$ cat src/rtl/ecc_pkg.sv
package ecc_pkg;

    typedef enum logic [1:0] {
        BLK_CLEAN   = 2'd0,
        BLK_FIXABLE = 2'd1,
        BLK_BROKEN  = 2'd2,
        BLK_CODEERR = 2'd3
    } blk_stat_e;

    typedef enum logic [1:0] {
        ST_IDLE = 2'd0,
        ST_RUN  = 2'd1,
        ST_EVAL = 2'd2,
        ST_DONE = 2'd3
    } ecc_state_e;

endpackage

$ cat src/rtl/hamm_accum.sv
module hamm_accum #(
    parameter int IDX_W = 9,
    localparam int POS_W = IDX_W + 3,
    localparam int CODE_W = 2 * POS_W
) (
    input  logic              clk,
    input  logic              rst_n,
    input  logic              clr_i,
    input  logic              en_i,
    input  logic [7:0]        byte_i,
    input  logic [IDX_W-1:0]  idx_i,
    output logic [CODE_W-1:0] code_nxt_o
);
    logic [CODE_W-1:0] code_q;
    logic [CODE_W-1:0] contrib;
    logic              byte_par;

    // Parity contribution of one byte: bit-index pairs from the byte's own
    // bits, byte-index pairs from the whole-byte parity.
    always_comb begin
        contrib  = '0;
        byte_par = ^byte_i;
        for (int k = 0; k < 3; k++) begin
            for (int b = 0; b < 8; b++) begin
                if (((b >> k) & 1) == 1)
                    contrib[2*k+1] = contrib[2*k+1] ^ byte_i[b];
                else
                    contrib[2*k]   = contrib[2*k] ^ byte_i[b];
            end
        end
        for (int k = 0; k < IDX_W; k++) begin
            if (idx_i[k])
                contrib[2*(k+3)+1] = byte_par;
            else
                contrib[2*(k+3)]   = byte_par;
        end
        code_nxt_o = code_q ^ contrib;
    end

    always_ff @(posedge clk or negedge rst_n) begin
        if (!rst_n)
            code_q <= '0;
        else if (clr_i)
            code_q <= '0;
        else if (en_i)
            code_q <= code_nxt_o;
    end

endmodule

$ cat src/rtl/syn_decode.sv
module syn_decode
    import ecc_pkg::*;
#(
    parameter int POS_W = 12,
    localparam int CODE_W = 2 * POS_W
) (
    input  logic [CODE_W-1:0] calc_i,
    input  logic [CODE_W-1:0] stored_i,
    output blk_stat_e         stat_o,
    output logic [POS_W-1:0]  loc_o
);
    logic [CODE_W-1:0] syn;
    logic [POS_W-1:0]  odd_bits;
    logic              pairs_split;

    always_comb begin
        syn         = calc_i ^ stored_i;
        pairs_split = 1'b1;
        for (int k = 0; k < POS_W; k++) begin
            if (syn[2*k] == syn[2*k+1])
                pairs_split = 1'b0;
            odd_bits[k] = syn[2*k+1];
        end
        if (syn == '0) begin
            stat_o = BLK_CLEAN;
            loc_o  = '0;
        end else if ($countones(syn) == 1) begin
            stat_o = BLK_CODEERR;
            loc_o  = '0;
        end else if (pairs_split) begin
            stat_o = BLK_FIXABLE;
            loc_o  = odd_bits;
        end else begin
            stat_o = BLK_BROKEN;
            loc_o  = '0;
        end
    end

    // a correctable verdict needs a syndrome of exactly one bit per pair
    always_comb begin
        if (stat_o == BLK_FIXABLE)
            assert_fix_weight_R6: assert ($countones(calc_i ^ stored_i) == POS_W);
    end

    // a code-error verdict needs a one-hot syndrome
    always_comb begin
        if (stat_o == BLK_CODEERR)
            assert_code_onehot_R7: assert ($onehot0(calc_i ^ stored_i) && (calc_i != stored_i));
    end

endmodule

$ cat src/rtl/ecc_fsm.sv
module ecc_fsm
    import ecc_pkg::*;
#(
    parameter int BLK_BYTES = 512,
    parameter int MAX_BLKS  = 4,
    localparam int IDX_W = $clog2(BLK_BYTES),
    localparam int BLK_W = $clog2(MAX_BLKS + 1),
    localparam int SEL_W = $clog2(MAX_BLKS)
) (
    input  logic             clk,
    input  logic             rst_n,
    input  logic             cmd_valid_i,
    input  logic             cmd_write_i,
    input  logic [IDX_W-1:0] cmd_offs_i,
    input  logic             byte_valid_i,
    input  logic             last_i,
    output logic             start_o,
    output logic             acc_en_o,
    output logic             acc_clr_o,
    output logic             blk_done_o,
    output logic [SEL_W-1:0] blk_sel_o,
    output logic [IDX_W-1:0] idx_o,
    output logic [BLK_W-1:0] blk_cnt_o,
    output logic             wr_mode_o,
    output logic             take_last_o,
    output logic             eval_o,
    output logic             busy_o,
    output logic             done_o
);
    ecc_state_e       state_q, state_d;
    logic [IDX_W-1:0] idx_q;
    logic [BLK_W-1:0] cnt_q;
    logic             wr_q;
    logic             accept;
    logic             room;

    assign accept = cmd_valid_i && (cmd_offs_i == '0) &&
                    ((state_q == ST_IDLE) || (state_q == ST_DONE));
    assign room   = (cnt_q < BLK_W'(MAX_BLKS));

    // next state
    always_comb begin
        state_d = state_q;
        unique case (state_q)
            ST_IDLE: if (accept) state_d = ST_RUN;
            ST_RUN:  if (last_i) state_d = ST_EVAL;
            ST_EVAL: state_d = ST_DONE;
            ST_DONE: state_d = accept ? ST_RUN : ST_IDLE;
            default: state_d = ST_IDLE;
        endcase
    end

    // state register
    always_ff @(posedge clk or negedge rst_n) begin
        if (!rst_n)
            state_q <= ST_IDLE;
        else
            state_q <= state_d;
    end

    // outputs
    always_comb begin
        start_o     = accept;
        acc_en_o    = 1'b0;
        take_last_o = 1'b0;
        eval_o      = 1'b0;
        busy_o      = 1'b0;
        done_o      = 1'b0;
        unique case (state_q)
            ST_IDLE: ;
            ST_RUN: begin
                busy_o      = 1'b1;
                acc_en_o    = byte_valid_i && room;
                take_last_o = last_i;
            end
            ST_EVAL: begin
                busy_o = 1'b1;
                eval_o = 1'b1;
            end
            ST_DONE: done_o = 1'b1;
            default: ;
        endcase
        blk_done_o = acc_en_o && (idx_q == IDX_W'(BLK_BYTES - 1));
        acc_clr_o  = accept || blk_done_o;
    end

    // byte and block counters
    always_ff @(posedge clk or negedge rst_n) begin
        if (!rst_n) begin
            idx_q <= '0;
            cnt_q <= '0;
            wr_q  <= 1'b0;
        end else if (accept) begin
            idx_q <= '0;
            cnt_q <= '0;
            wr_q  <= cmd_write_i;
        end else if (acc_en_o) begin
            idx_q <= blk_done_o ? '0 : idx_q + 1'b1;
            if (blk_done_o)
                cnt_q <= cnt_q + 1'b1;
        end
    end

    assign idx_o     = idx_q;
    assign blk_cnt_o = cnt_q;
    assign blk_sel_o = cnt_q[SEL_W-1:0];
    assign wr_mode_o = wr_q;

    assert_misaligned_R1: assert property (@(posedge clk) disable iff (!rst_n)
        (state_q == ST_IDLE && cmd_valid_i && cmd_offs_i != '0) |=> (state_q == ST_IDLE));

    assert_idx_hold_R3: assert property (@(posedge clk) disable iff (!rst_n)
        (state_q == ST_RUN && !byte_valid_i) |=> $stable(idx_q));

    assert_blk_bound_R4: assert property (@(posedge clk) disable iff (!rst_n)
        cnt_q <= BLK_W'(MAX_BLKS));

    assert_full_hold_R4: assert property (@(posedge clk) disable iff (!rst_n)
        (state_q == ST_RUN && !room) |=> ($stable(idx_q) && $stable(cnt_q)));

    assert_done_pulse_R9: assert property (@(posedge clk) disable iff (!rst_n)
        done_o |=> !done_o);

endmodule

$ cat src/rtl/nand_page_ecc.sv
module nand_page_ecc
    import ecc_pkg::*;
#(
    parameter int BLK_BYTES = 512,
    parameter int MAX_BLKS  = 4,
    localparam int IDX_W  = $clog2(BLK_BYTES),
    localparam int POS_W  = IDX_W + 3,
    localparam int CODE_W = 2 * POS_W,
    localparam int BLK_W  = $clog2(MAX_BLKS + 1)
) (
    input  logic                       clk,
    input  logic                       rst_n,
    input  logic                       cmd_valid_i,
    input  logic                       cmd_write_i,
    input  logic [IDX_W-1:0]           cmd_offs_i,
    input  logic                       byte_valid_i,
    input  logic [7:0]                 byte_i,
    input  logic                       last_i,
    input  logic [MAX_BLKS*CODE_W-1:0] stored_code_i,
    output logic                       busy_o,
    output logic                       done_o,
    output logic [BLK_W-1:0]           blk_cnt_o,
    output logic [MAX_BLKS*CODE_W-1:0] code_o,
    output logic [2*MAX_BLKS-1:0]      blk_stat_o,
    output logic [MAX_BLKS*POS_W-1:0]  err_loc_o
);
    localparam int SEL_W = $clog2(MAX_BLKS);

    logic              start, acc_en, acc_clr, blk_done, take_last, eval, wr_mode;
    logic [SEL_W-1:0]  blk_sel;
    logic [IDX_W-1:0]  idx;
    logic [CODE_W-1:0] code_nxt;
    logic [CODE_W-1:0] bank_q [MAX_BLKS];
    logic [MAX_BLKS*CODE_W-1:0] stored_q;
    blk_stat_e         dec_stat [MAX_BLKS];
    logic [POS_W-1:0]  dec_loc  [MAX_BLKS];
    logic [2*MAX_BLKS-1:0]     stat_q;
    logic [MAX_BLKS*POS_W-1:0] loc_q;

    ecc_fsm #(.BLK_BYTES(BLK_BYTES), .MAX_BLKS(MAX_BLKS)) u_fsm (
        .clk          (clk),
        .rst_n        (rst_n),
        .cmd_valid_i  (cmd_valid_i),
        .cmd_write_i  (cmd_write_i),
        .cmd_offs_i   (cmd_offs_i),
        .byte_valid_i (byte_valid_i),
        .last_i       (last_i),
        .start_o      (start),
        .acc_en_o     (acc_en),
        .acc_clr_o    (acc_clr),
        .blk_done_o   (blk_done),
        .blk_sel_o    (blk_sel),
        .idx_o        (idx),
        .blk_cnt_o    (blk_cnt_o),
        .wr_mode_o    (wr_mode),
        .take_last_o  (take_last),
        .eval_o       (eval),
        .busy_o       (busy_o),
        .done_o       (done_o)
    );

    hamm_accum #(.IDX_W(IDX_W)) u_acc (
        .clk        (clk),
        .rst_n      (rst_n),
        .clr_i      (acc_clr),
        .en_i       (acc_en),
        .byte_i     (byte_i),
        .idx_i      (idx),
        .code_nxt_o (code_nxt)
    );

    // finished block codes, cleared at every accepted command
    always_ff @(posedge clk or negedge rst_n) begin
        if (!rst_n) begin
            for (int g = 0; g < MAX_BLKS; g++) bank_q[g] <= '0;
        end else if (start) begin
            for (int g = 0; g < MAX_BLKS; g++) bank_q[g] <= '0;
        end else if (blk_done) begin
            bank_q[blk_sel] <= code_nxt;
        end
    end

    // spare-area codes captured with the last-block flag
    always_ff @(posedge clk or negedge rst_n) begin
        if (!rst_n)
            stored_q <= '0;
        else if (take_last)
            stored_q <= stored_code_i;
    end

    for (genvar g = 0; g < MAX_BLKS; g++) begin : g_blk
        syn_decode #(.POS_W(POS_W)) u_dec (
            .calc_i   (bank_q[g]),
            .stored_i (stored_q[g*CODE_W +: CODE_W]),
            .stat_o   (dec_stat[g]),
            .loc_o    (dec_loc[g])
        );
        assign code_o[g*CODE_W +: CODE_W] = bank_q[g];
    end

    // per-block status latched in the evaluation state
    always_ff @(posedge clk or negedge rst_n) begin
        if (!rst_n) begin
            stat_q <= '0;
            loc_q  <= '0;
        end else if (start) begin
            stat_q <= '0;
            loc_q  <= '0;
        end else if (eval) begin
            for (int g = 0; g < MAX_BLKS; g++) begin
                if (!wr_mode && (g < int'(blk_cnt_o))) begin
                    stat_q[2*g +: 2]        <= dec_stat[g];
                    loc_q[g*POS_W +: POS_W] <= dec_loc[g];
                end else begin
                    stat_q[2*g +: 2]        <= BLK_CLEAN;
                    loc_q[g*POS_W +: POS_W] <= '0;
                end
            end
        end
    end

    assign blk_stat_o = stat_q;
    assign err_loc_o  = loc_q;

    assert_wr_clean_R10: assert property (@(posedge clk) disable iff (!rst_n)
        (done_o && wr_mode) |-> (blk_stat_o == '0 && err_loc_o == '0));

    assert_hold_R9: assert property (@(posedge clk) disable iff (!rst_n)
        (!eval && !start) |=> ($stable(blk_stat_o) && $stable(err_loc_o)));

endmodule

$ cat config.mk
export PLATFORM = sky130hd
export DESIGN_NAME = nand_page_ecc
export DESIGN_NICKNAME = d
export VERILOG_FILES = /design/src/rtl/ecc_pkg.sv /design/src/rtl/hamm_accum.sv /design/src/rtl/syn_decode.sv /design/src/rtl/ecc_fsm.sv /design/src/rtl/nand_page_ecc.sv
export SDC_FILE = /design/constraint.sdc
export NUM_CORES = 1
export LEC_CHECK = 0
export ABC_AREA = 1
export BUFFER_PORTS_ARGS = -buffer_cell sky130_fd_sc_hd__buf_2
export CELL_PAD_IN_SITES_DETAIL_PLACEMENT = 0
export CELL_PAD_IN_SITES_GLOBAL_PLACEMENT = 1
export CORE_UTILIZATION = 41
export CTS_BUF_LIST = sky130_fd_sc_hd__clkbuf_4 sky130_fd_sc_hd__clkbuf_8
export CTS_CLUSTER_SIZE = 20
export DETAILED_ROUTE_END_ITERATION = 6
export GPL_ROUTABILITY_DRIVEN = 0
export PLACE_DENSITY_LB_ADDON = 0.1
export SLEW_MARGIN = 20
export SYNTH_ARGS = -nofsm -noshare
export SYNTH_HDL_FRONTEND = slang
export SYNTH_HIERARCHICAL = 1
export SYNTH_SLANG_ARGS = --single-unit
$ cat constraint.sdc
create_clock -name clk -period 4.2 [get_ports clk]
set_input_delay 0.84 -clock clk [delete_from_list [all_inputs] [get_ports clk]]
set_output_delay 0.84 -clock clk [all_outputs]
set_load 0.005 [all_outputs]
* Yosys cells after proc, flatten, opt, wreduce, memory -nomap -nowiden
Index checks and enable logic that the tools add are counted.
** Storage, ports and cells
- Output and inout port bits :: 157
- Register bits after elaboration :: 287
- Input bits :: 119
** Operators by class
- Mux-type cells :: 124
- Add/sub/neg operators :: 94
- Reductions and logical operators :: 26
- Bitwise logic cells :: 23
- Equality and inequality tests :: 58
- Order comparisons :: 7
** Operators with widths (number)
- $add A32 B32 Y32 :: 44
- $mux W12 :: 16
- $mux W96 :: 2
- $eq A32 B2 Y1 const B :: 4
- $xor A24 B24 Y24 :: 5
- $add A1 B1 Y2 :: 48
- $bwmux W96 :: 1
- $logic_not A24 Y1 :: 4
- $mux W48 :: 2
- $mux W1 :: 72
- $mux W24 :: 3
- $demux W24 S2 :: 1
- $eq A1 B1 Y1 :: 48
- $mux W2 :: 18
- $mux W9 :: 3
- $xor A1 B1 Y1 :: 17
- $mux W8 :: 2
- $add A9 B1 Y9 const B :: 1
- $eq A9 B9 Y1 const B :: 1
- $logic_and A1 B1 Y1 :: 9
- $logic_not A9 Y1 :: 1
- $mux W3 :: 3
- $pmux W2 S4 :: 1
- $reduce_bool A2 Y1 :: 4
- 17 further kinds :: 22

* Logic depth before layout (Yosys ltp)
Gate-level depths: netlist of the first run.
- Word-level depth :: 20
- Gate-level depth with buffers :: 23

* Hierarchy
Netlist of the first run, hierarchy kept.
** By module, submodules not included
- nand_page_ecc :: area each 10067.2 sq um, seq. area each 6206.0 sq um, cells an instance 984, instances 1
- syn_decode (g_blk[1].u_dec ...) :: area each 1428.9 sq um, seq. area each 0.0 sq um, cells an instance 191, instances 2
- syn_decode (g_blk[0].u_dec ...) :: area each 1426.4 sq um, seq. area each 0.0 sq um, cells an instance 191, instances 2
- hamm_accum :: area each 1836.8 sq um, seq. area each 600.6 sq um, cells an instance 267, instances 1
- ecc_fsm :: area each 1058.5 sq um, seq. area each 375.4 sq um, cells an instance 146, instances 1

* Least setup slack after synthesis of the first run
No wires, ideal clock.
- Kind :: register to register
- Start :: register bank_q (netlist bit code_o[9])
- End :: register loc_q[4], in the netlist err_loc_o[4]
- Data arrival time :: 4.446 ns
- Stages on the path, launching flop included :: 23
- Period minus slack after synthesis :: 4.564 ns
- Path buffers :: 1
- Path slack :: -0.364 ns
- Cells stage by stage :: dfrtp_1 > xor2_1 > fa_1 > ha_1 > ha_1 > ha_1 > inv_1 > fa_1 > fa_1 > fa_1 > inv_1 > ha_1 > inv_2 > nand2_1 > nor2_1 > nand3_1 > nand2_2 > buf_6 > nor2_2 > inv_1 > nor2_1 > nand3_1 > nand2_1
** RTL lines
- from (decl) :: line nand_page_ecc.sv:33 : logic [CODE_W-1:0] bank_q [MAX_BLKS];
- from (signal, indexed assignment) :: line nand_page_ecc.sv:79 : bank_q[blk_sel] <= code_nxt;
- to (signal, indexed assignment) :: line nand_page_ecc.sv:113 : loc_q[g*POS_W +: POS_W] <= dec_loc[g];
- to (decl) :: line nand_page_ecc.sv:38 : logic [MAX_BLKS*POS_W-1:0] loc_q;

==> implementation parameters, run 1 <==
Parameter                              Value

Placement
  Number of buffer cells added on primary ports ... 275
  Instance area after placement ... approximately 22000 sq um
  Post-place setup slack ... -0.547 ns
  Dpl hpwl ... between 40000 and 50000 microns

Clock tree
  Cts-stage hold buffer count ... 0
  Maximum level of the CTS H-tree ... 2
  Number of sinks driven by the clock tree ... 287
  Clock root buffer ... sky130_fd_sc_hd__clkbuf_8
  Cts bufs inserted ... 53
  Clk_lat worst skew ... 0.65 ns
  Clock-pin transition on the worst setup and hold timing paths ... approximately 0.06 ns
  Maximum number of buffers from clock root to sink ... 3
  Clock tree from TritonCTS ... done

Die
  Ports ... 276
  Die W ... 215 microns
  Placement Rows ... 77
  Area of the core region ... 44600 sq um
  Die height ... 215 microns
  Total die area ... 46400 sq um
  Starting Density ... 0.419

STA
  Slew @ Worst Pin ... 1.09 ns
  RSZ-0062 raised after global routing ... yes
  Worst setup margin ... -0.438 ns
  Tmin final ... 4.64 ns
  Final-report max-slew violation count ... 0
  Upper clock frequency limit ... 216 MHz
  Worst slew margin relative to its limit ... 0.271
  Share of the clock period used by the worst path ... 1.10
  Total count of hold-check failures in the final report ... 0
  Worst clock skew on the final layout ... 0.0307 ns
  Setup violators final ... 56

Drt
  Number of vias in the routed layout ... between 15000 and 20000
  Routed wire length ... 57600 microns
  DRT antenna net count ... 0
  TritonRoute pass-1 iters ... 7
  Post-DR vias/cell ... 4.72
  WL/cell ... 17.7 microns
  Drt first-iter violations ... 955
  Drc violations ... 0

Yosys
  Post-Syn Nets ... 2479
  Total number of yosys warnings ... 6
  Number of instances in the synthesized netlist ... approximately 2200
  FF+latch count, synth ... 287
  Yosys cell types ... 36
  Mean cell area of the mapped netlist ... 8.64 sq um
  Sequential element share of the synthesized area ... 0.385
  Combined area of all synthesized cells ... 18700 sq um

Worst setup path
  Category of the worst setup path capture point ... flop
  Largest stage delay on the critical path ... 0.53 ns
  Sort of element at the start of the critical path ... flop
  Buffer and inverter count on the worst path ... 6
  Kind of critical path ... flop to flop
  Delay-heaviest family, CP ... adder cells
  Required time of the worst setup path ... 4.73 ns
  Endpoint arrival time on the critical path ... 5.17 ns
  Crit-path most repeated cell ... sky130_fd_sc_hd__inv_2
  Cell chain of the critical path ... xnor2_2 -> inv_2 -> fa_1 -> ha_2 -> ha_4 -> ha_4 -> inv_2 -> fa_2 -> fa_1 -> fa_1 -> inv_1 -> ha_1 -> inv_2 -> nand2_2 -> nor2_2 -> nand3_2 -> nand2_4 -> clkbuf_16 -> nor2_4 -> inv_2 -> nor2_1 -> nand3_1 -> nand2_1
  Critical path startpoint ... code_o[12]
  Slowest-stage cell, CP ... sky130_fd_sc_hd__fa_2
  Worst-path fanout max ... 6
  Critical R2R Launch ... code_o[12]

Finish
  Commonest non-fill, non-tap cell in the layout ... sky130_fd_sc_hd__nand2_1
  Area grow syn2layout ... 27.4%
  Layout net count ... about 3000
  Fraction of final layout cells sized beyond drive strength 1 ... 0.337
  Commonest non-fill, non-tap cells in the layout ... sky130_fd_sc_hd__nand2_1, sky130_fd_sc_hd__inv_1, sky130_fd_sc_hd__dfrtp_1, sky130_fd_sc_hd__buf_2, sky130_fd_sc_hd__buf_4
  Fillers ... about 4200
  Cell area after layout ... 23800 sq um
  Antenna fix cells ... 0

Global route
  Overflow after GRT ... 0
  Wire length of the first global-routing pass ... 90100 microns
  Antenna violations before repair ... 0
  Gr usage total ... 0.253
  Pin count of the biggest net entering global routing ... 104
  Via count of the first global-routing pass ... 15599

Status
  Result of the run ... finished with violations
  Failing checks ... setup timing

Flow run
  Max-cap viol count ... 0

Min path
  Worst hold-check path type ... input pin to async pin
[metal layers]
layer,part of all wire,global-route usage,wire length [microns]
met1,0.46,0.354,26500
met2,0.46,0.403,26700
met3,0.054,0.0431,3090
met4,0.024,0.0721,1380
met5,0,0,0
[synth_stat cells, drive strengths merged]
| cell type | instances | area [sq um] |
|---|---|---|
| a21oi | 4 | 20.0 |
| and2 | 18 | 113 |
| buf | 67 | 510 |
| clkbuf | 7 | 33.8 |
| clkinv | 2 | 7.51 |
| dfrtp | 287 | 7180 |
| fa | 64 | 1280 |
| ha | 135 | 1690 |
| inv | 347 | 1310 |
| mux2 | 96 | 1080 |
| nand2 | 594 | 2300 |
| nand3 | 203 | 1060 |
| nand3b | 1 | 7.51 |
| nand4 | 25 | 156 |
| nor2 | 187 | 876 |
| nor3 | 1 | 5.00 |
| nor3b | 2 | 15.0 |
| o211ai | 1 | 7.51 |
| o21ai | 5 | 25.0 |
| o22ai | 3 | 18.8 |
| xnor2 | 27 | 236 |
| xor2 | 85 | 744 |
[flip-flops by register name (all words and copies together) (netlist names)]
signal / cells
u_acc/code_q: 24
u_fsm/idx_o: 9
code_o: 96
u_fsm/blk_cnt_o: 3
blk_stat_o: 8
stored_q: 96
u_fsm/wr_mode_o: 1
err_loc_o: 48
u_fsm/state_q: 2
[layout make-up]
type                            count  area (sq um)  share of cell area
Timing Repair Buffer              483          3080               0.129
Multi-Input combinational cell   1451         10400               0.438
Inverter                          349          1320              0.0554
Tap cell                          592           741              0.0311
Clock buffer                       81          1000              0.0421
Sequential cell                   287          7180               0.302
Clock inverter                     10          55.1             0.00231
[per-stage QoR]
stage	hold slack, ns	instances	TNS [ns]	utilization
finish	0.192	3253	-18.98	0.533
global route	0.210	3253	-30.40	0.533
global placement	0.457	3145	-18.67	0.494
detailed placement	0.461	3145	-21.63	0.494
CTS	0.161	3251	-19.06	0.527
floorplan	0.465	2161	-6.00	-
[cell families (layout without fill, tap and decap cells)]
group / after synthesis / after routing / synth area share
compound gates: 13 / 13 / 0.00382
fa+ha+maj: 199 / 199 / 0.159
mux: 96 / 96 / 0.0579
flops: 287 / 287 / 0.385
simple gates: 1031 / 1031 / 0.243
xor+xnor: 112 / 112 / 0.0525
buf+inv: 423 / 923 / 0.0994
[path summary, 6_finish.rpt]
kind | end | slack, ns | cells after the start
setup reg to reg | err_loc_o[5] | -0.44 | 23
hold reg to reg | err_loc_o[18] | 0.47 | 2
hold / removal | err_loc_o[28] | 0.19 | 1
max in group asynchronous | code_o[95] | 2.99 | 2
min in group clk | u_fsm/wr_mode_o | 0.42 | 3
setup / recovery | err_loc_o[5] | -0.44 | 23
[timing repair]
action / 4_1_cts / 5_1_grt
setup buffers: 14 / 3
gates resized for setup: 61 / 72
pin swaps: 44 / 59
setup endpoints to repair: 56 / 56
cloned: 1 / 1
endpoints found under the hold margin: 0 / 0
Power of run 1 is left out: the tool's default activity adds up to more than one toggle a clock period on the data nets, which glitch-free logic cannot reach.
==> run 2: changes to the inputs <==
SYNTH_HIERARCHICAL = unset   (was 1)
==> run 2 against run 1 <==
The flow still finishes with violations (setup timing). Die area down 4.8%. First-iteration DRC count shrank 9.0%. Maximum frequency decreased by 9.0%. Cell count fell by 6.7%. Routed wire length decreased by 3.5%. Design area is 0.97% higher. Hold slack got worse by 0.028 ns. Critical path depth down 2. Count of clock-buffer cells in the layout grew 6. Synthesized cell count decreased by 12%. Sequential share of layout area decreased by 0.29 points. Area after synthesis down 4.9%.
==> implementation parameters, run 2 <==
Parameter                              Value

Finish
  Fraction of final layout cells sized beyond drive strength 1 ... 0.408 (was 0.337)
  Share of the core filled with cells in the final layout ... 0.568 (was 0.533)
  Commonest non-fill, non-tap cell in the layout ... sky130_fd_sc_hd__nand2_1 (unchanged)
  Layout net count ... 2758 (was 2943)
  Area grow syn2layout ... 35.3% (was 27.4%)
  Fillers ... 3856 (was 4245)
  Commonest non-fill, non-tap cells in the layout ... sky130_fd_sc_hd__nand2_1, sky130_fd_sc_hd__dfrtp_1, sky130_fd_sc_hd__buf_2, sky130_fd_sc_hd__inv_1, sky130_fd_sc_hd__buf_4 (was sky130_fd_sc_hd__nand2_1, sky130_fd_sc_hd__inv_1, sky130_fd_sc_hd__dfrtp_1, sky130_fd_sc_hd__buf_2, sky130_fd_sc_hd__buf_4)

Worst setup path
  Largest stage delay on the critical path ... 0.57 ns (was 0.53 ns)
  Slowest-stage cell, CP ... sky130_fd_sc_hd__fa_2 (unchanged)
  Delay-heaviest family, CP ... adder cells (unchanged)
  Endpoint arrival time on the critical path ... 5.61 ns (was 5.17 ns)
  Worst-path fanout max ... 6 (unchanged)
  Kind of critical path ... flop to flop (unchanged)
  Category of the worst setup path capture point ... flop (unchanged)
  Required time of the worst setup path ... 4.72 ns (was 4.73 ns)
  Crit-path most repeated cell ... sky130_fd_sc_hd__fa_2 (was sky130_fd_sc_hd__inv_2)
  Critical R2R Launch ... code_o[72] (was code_o[12])
  Sort of element at the start of the critical path ... flop (unchanged)
  Cell chain of the critical path ... xnor2_2 -> inv_2 -> ha_4 -> inv_2 -> fa_2 -> fa_2 -> fa_2 -> inv_2 -> fa_2 -> fa_1 -> ha_2 -> inv_2 -> fa_2 -> nand3_2 -> nor2_2 -> o21ai_2 -> nand2_2 -> clkbuf_16 -> nor2_4 -> nand3_2 -> nand2_1 (was xnor2_2 -> inv_2 -> fa_1 -> ha_2 -> ha_4 -> ha_4 -> inv_2 -> fa_2 -> fa_1 -> fa_1 -> inv_1 -> ha_1 -> inv_2 -> nand2_2 -> nor2_2 -> nand3_2 -> nand2_4 -> clkbuf_16 -> nor2_4 -> inv_2 -> nor2_1 -> nand3_1 -> nand2_1)
  Critical path startpoint ... code_o[72] (was code_o[12])
  Buffer and inverter count on the worst path ... 5 (was 6)

STA
  Worst slew margin relative to its limit ... 0.234 (was 0.271)
  Worst setup margin ... -0.895 ns (was -0.438 ns)
  Tmin final ... 5.09 ns (was 4.64 ns)
  Setup_tns ... -44.08 ns (was -18.98 ns)
  Final-report max-slew violation count ... 0 (unchanged)
  Worst slack on hold paths ... 0.164 ns (was 0.192 ns)
  RSZ-0062 raised after global routing ... yes (unchanged)
  Total count of hold-check failures in the final report ... 0 (unchanged)
  Slew @ Worst Pin ... 1.14 ns (was 1.09 ns)
  Worst clock skew on the final layout ... 0.0173 ns (was 0.0307 ns)
  Share of the clock period used by the worst path ... 1.21 (was 1.10)
  Upper clock frequency limit ... 196 MHz (was 216 MHz)
  Setup violators final ... 56 (unchanged)

Yosys
  Leading area contributor after synthesis ... sky130_fd_sc_hd__dfrtp_1 (unchanged)
  Asr flop ratio synth ... 1.00 (unchanged)
  Top cells by area in the synthesized netlist ... sky130_fd_sc_hd__dfrtp_1, sky130_fd_sc_hd__ha_1, sky130_fd_sc_hd__nand2_1 (was sky130_fd_sc_hd__dfrtp_1, sky130_fd_sc_hd__nand2_1, sky130_fd_sc_hd__ha_1)
  Mean cell area of the mapped netlist ... 9.37 sq um (was 8.64 sq um)
  Portion of synthesized cell area occupied by the leading cell type ... 0.404 (was 0.385)
  Mux cell area share after synthesis ... 0.0609 (was 0.0579)
  Post-Synth Adder-Cell Area ... 0.187 (was 0.159)
  Number of instances in the synthesized netlist ... 1896 (was 2161)
  Most frequent cells after synthesis ... sky130_fd_sc_hd__nand2_1, sky130_fd_sc_hd__inv_1, sky130_fd_sc_hd__dfrtp_1 (unchanged)
  FF+latch count, synth ... 287 (unchanged)
  Yosys cell types ... 36 (unchanged)
  Count leader, synth ... sky130_fd_sc_hd__nand2_1 (unchanged)
  Area fraction in and, or, nand and nor cells after synthesis ... 0.189 (was 0.243)
  EDFF count, synth ... 0 (unchanged)
  Post-synthesis compound-gate area fraction ... 0.0186 (was 0.00382)
  Sequential element share of the synthesized area ... 0.404 (was 0.385)
  Combinational family with the most area after synthesis ... simple AND/OR/NAND/NOR gates (unchanged)
  Combined area of all synthesized cells ... 17800 sq um (was 18700 sq um)
  Post-Syn Nets ... 2235 (was 2479)
  Flip-flop cell with the highest count after synthesis ... sky130_fd_sc_hd__dfrtp_1 (unchanged)
  Total number of yosys warnings ... 0 (was 6)
  Xor and xnor area share after synthesis ... 0.0528 (was 0.0525)

Clock tree
  Cts-stage hold buffer count ... 0 (unchanged)
  Clock root buffer ... sky130_fd_sc_hd__clkbuf_8 (unchanged)
  Clk_lat worst skew ... 0.64 ns (was 0.65 ns)
  Number of sinks driven by the clock tree ... 287 (unchanged)
  Cts bufs inserted ... 53 (unchanged)
  Clock tree from TritonCTS ... done (unchanged)
  Maximum number of buffers from clock root to sink ... 3 (unchanged)
  Clock-pin transition on the worst setup and hold timing paths ... 0.06 ns (about the same)
  Maximum level of the CTS H-tree ... 2 (unchanged)

Drt
  Number of vias in the routed layout ... 14567 (was 15362)
  Post-DR vias/cell ... 4.80 (was 4.72)
  WL/cell ... 18.3 microns (was 17.7 microns)
  DRT antenna net count ... 0 (unchanged)
  Drc violations ... 0 (unchanged)
  Routed wire length ... 55600 microns (was 57600 microns)
  TritonRoute pass-1 iters ... 5 (was 7)
  Drt first-iter violations ... 869 (was 955)

Placement
  Number of buffer cells added on primary ports ... 275 (unchanged)
  Dpl hpwl ... 41300 microns (was 43500 microns)

Global route
  Wire length of the first global-routing pass ... 85100 microns (was 90100 microns)
  Antenna violations before repair ... 5 (was 0)
  Pin count of the biggest net entering global routing ... 121 (was 104)
  Gr usage total ... 0.256 (was 0.253)
  Via count of the first global-routing pass ... 14990 (was 15599)
  Overflow after GRT ... 0 (unchanged)

Die
  Placement Rows ... 75 (was 77)
  Starting Density ... 0.420 (was 0.419)
  Die height ... 210 microns (was 215 microns)
  Die W ... 210 microns (was 215 microns)
  Area of the core region ... 42300 sq um (was 44600 sq um)
  Ports ... 276 (unchanged)
  Total die area ... 44200 sq um (was 46400 sq um)

Status
  Result of the run ... finished with violations (unchanged)
  Failing checks ... setup timing (unchanged)

Min path
  Worst hold-check path type ... input pin to async pin (unchanged)

Flow run
  Max-cap viol count ... 0 (unchanged)
run 2: changes by cell type in the layout (fill, tap and decap cells not counted), moves of 21 or more:
cell	previous run	this run
sky130_fd_sc_hd__nor2_1	104	33
sky130_fd_sc_hd__xnor2_2	8	37
sky130_fd_sc_hd__inv_2	29	50
sky130_fd_sc_hd__buf_4	194	235
sky130_fd_sc_hd__nand2_1	572	431
sky130_fd_sc_hd__xor2_1	74	15
sky130_fd_sc_hd__xnor2_1	19	40
sky130_fd_sc_hd__nor2_2	51	19
sky130_fd_sc_hd__o21ai_0	4	45
sky130_fd_sc_hd__nand3_1	169	134
sky130_fd_sc_hd__inv_1	315	254
run 2: timing repair:
action                     CTS  global route
resized for setup          125            94
setup endpoints to repair   56            56
pin swaps                   82            90
setup buffers               25            24
gates cloned                 3             0
run 2: worst register-to-register path: stages, from the launching register on:
cell and delay [ns]:
sky130_fd_sc_hd__dfrtp_1 0.43, sky130_fd_sc_hd__xnor2_2 0.22, sky130_fd_sc_hd__inv_2 0.07, sky130_fd_sc_hd__ha_4 0.26, sky130_fd_sc_hd__inv_2 0.04, sky130_fd_sc_hd__fa_2 0.57
sky130_fd_sc_hd__fa_2 0.45, sky130_fd_sc_hd__fa_2 0.55, sky130_fd_sc_hd__inv_2 0.04, sky130_fd_sc_hd__fa_2 0.34, sky130_fd_sc_hd__fa_1 0.54, sky130_fd_sc_hd__ha_2 0.19
sky130_fd_sc_hd__inv_2 0.05, sky130_fd_sc_hd__fa_2 0.54, sky130_fd_sc_hd__nand3_2 0.07, sky130_fd_sc_hd__nor2_2 0.11, sky130_fd_sc_hd__o21ai_2 0.07, sky130_fd_sc_hd__nand2_2 0.12
sky130_fd_sc_hd__clkbuf_16 0.18, sky130_fd_sc_hd__nor2_4 0.04, sky130_fd_sc_hd__nand3_2 0.04, sky130_fd_sc_hd__nand2_1 0.05
run 2: final cells by class:
type / instances / area, sq um / share of cell area
clock inverter: 6 / 32.5 / 0.00135
timing repair buffer: 519 / 3320 / 0.138
sequential: 287 / 7180 / 0.299
inverter: 308 / 1160 / 0.0483
antenna: 2 / 5.00 / 0.000208
multi-input combinational: 1250 / 10500 / 0.438
clock buffer: 87 / 1080 / 0.0452
tap: 577 / 722 / 0.0300
run 2: worst paths after layout:
check | endpoint | slack [ns] | depth (start not counted)
min in group clk | stored_q[0] | 0.43 | 2
min | stored_q[75] | 0.16 | 1
max in group asynchronous | err_loc_o[14] | 2.97 | 2
max | err_loc_o[40] | -0.89 | 21
max reg2reg | err_loc_o[40] | -0.89 | 21
min reg2reg | err_loc_o[16] | 0.46 | 2
run 2: layer usage:
metal	up-vias	wire length (microns)	global-route usage	share of wire
met5	-	0	0	0
met4	0	1970	0.103	0.035
met3	103	2990	0.0404	0.054
met2	399	25500	0.397	0.46
met1	7069	25200	0.357	0.45
li1	6996	-	-	-
run 2: cells by family (layout without fill, tap and decap cells):
kind of cell,count (synthesis),count (layout)
fa+ha+maj,220,220
buf+inv,361,920
mux,96,96
simple gates,764,766
flops,287,287
xor+xnor,107,107
other cells,0,2
compound gates,61,61
run 2: per-stage QoR:
| stage | setup slack, ns | instance area (sq um) | cells |
|---|---|---|---|
| after global placement | -0.867 | 21400 | 2889 |
| after detailed placement | -0.921 | 21400 | 2889 |
| after global routing | -1.06 | 24000 | 3036 |
| after floorplan | -0.695 | 18200 | 1896 |
| after CTS | -0.856 | 23500 | 3010 |
| final | -0.895 | 24000 | 3036 |
Power of run 2 is left out for the same reason.
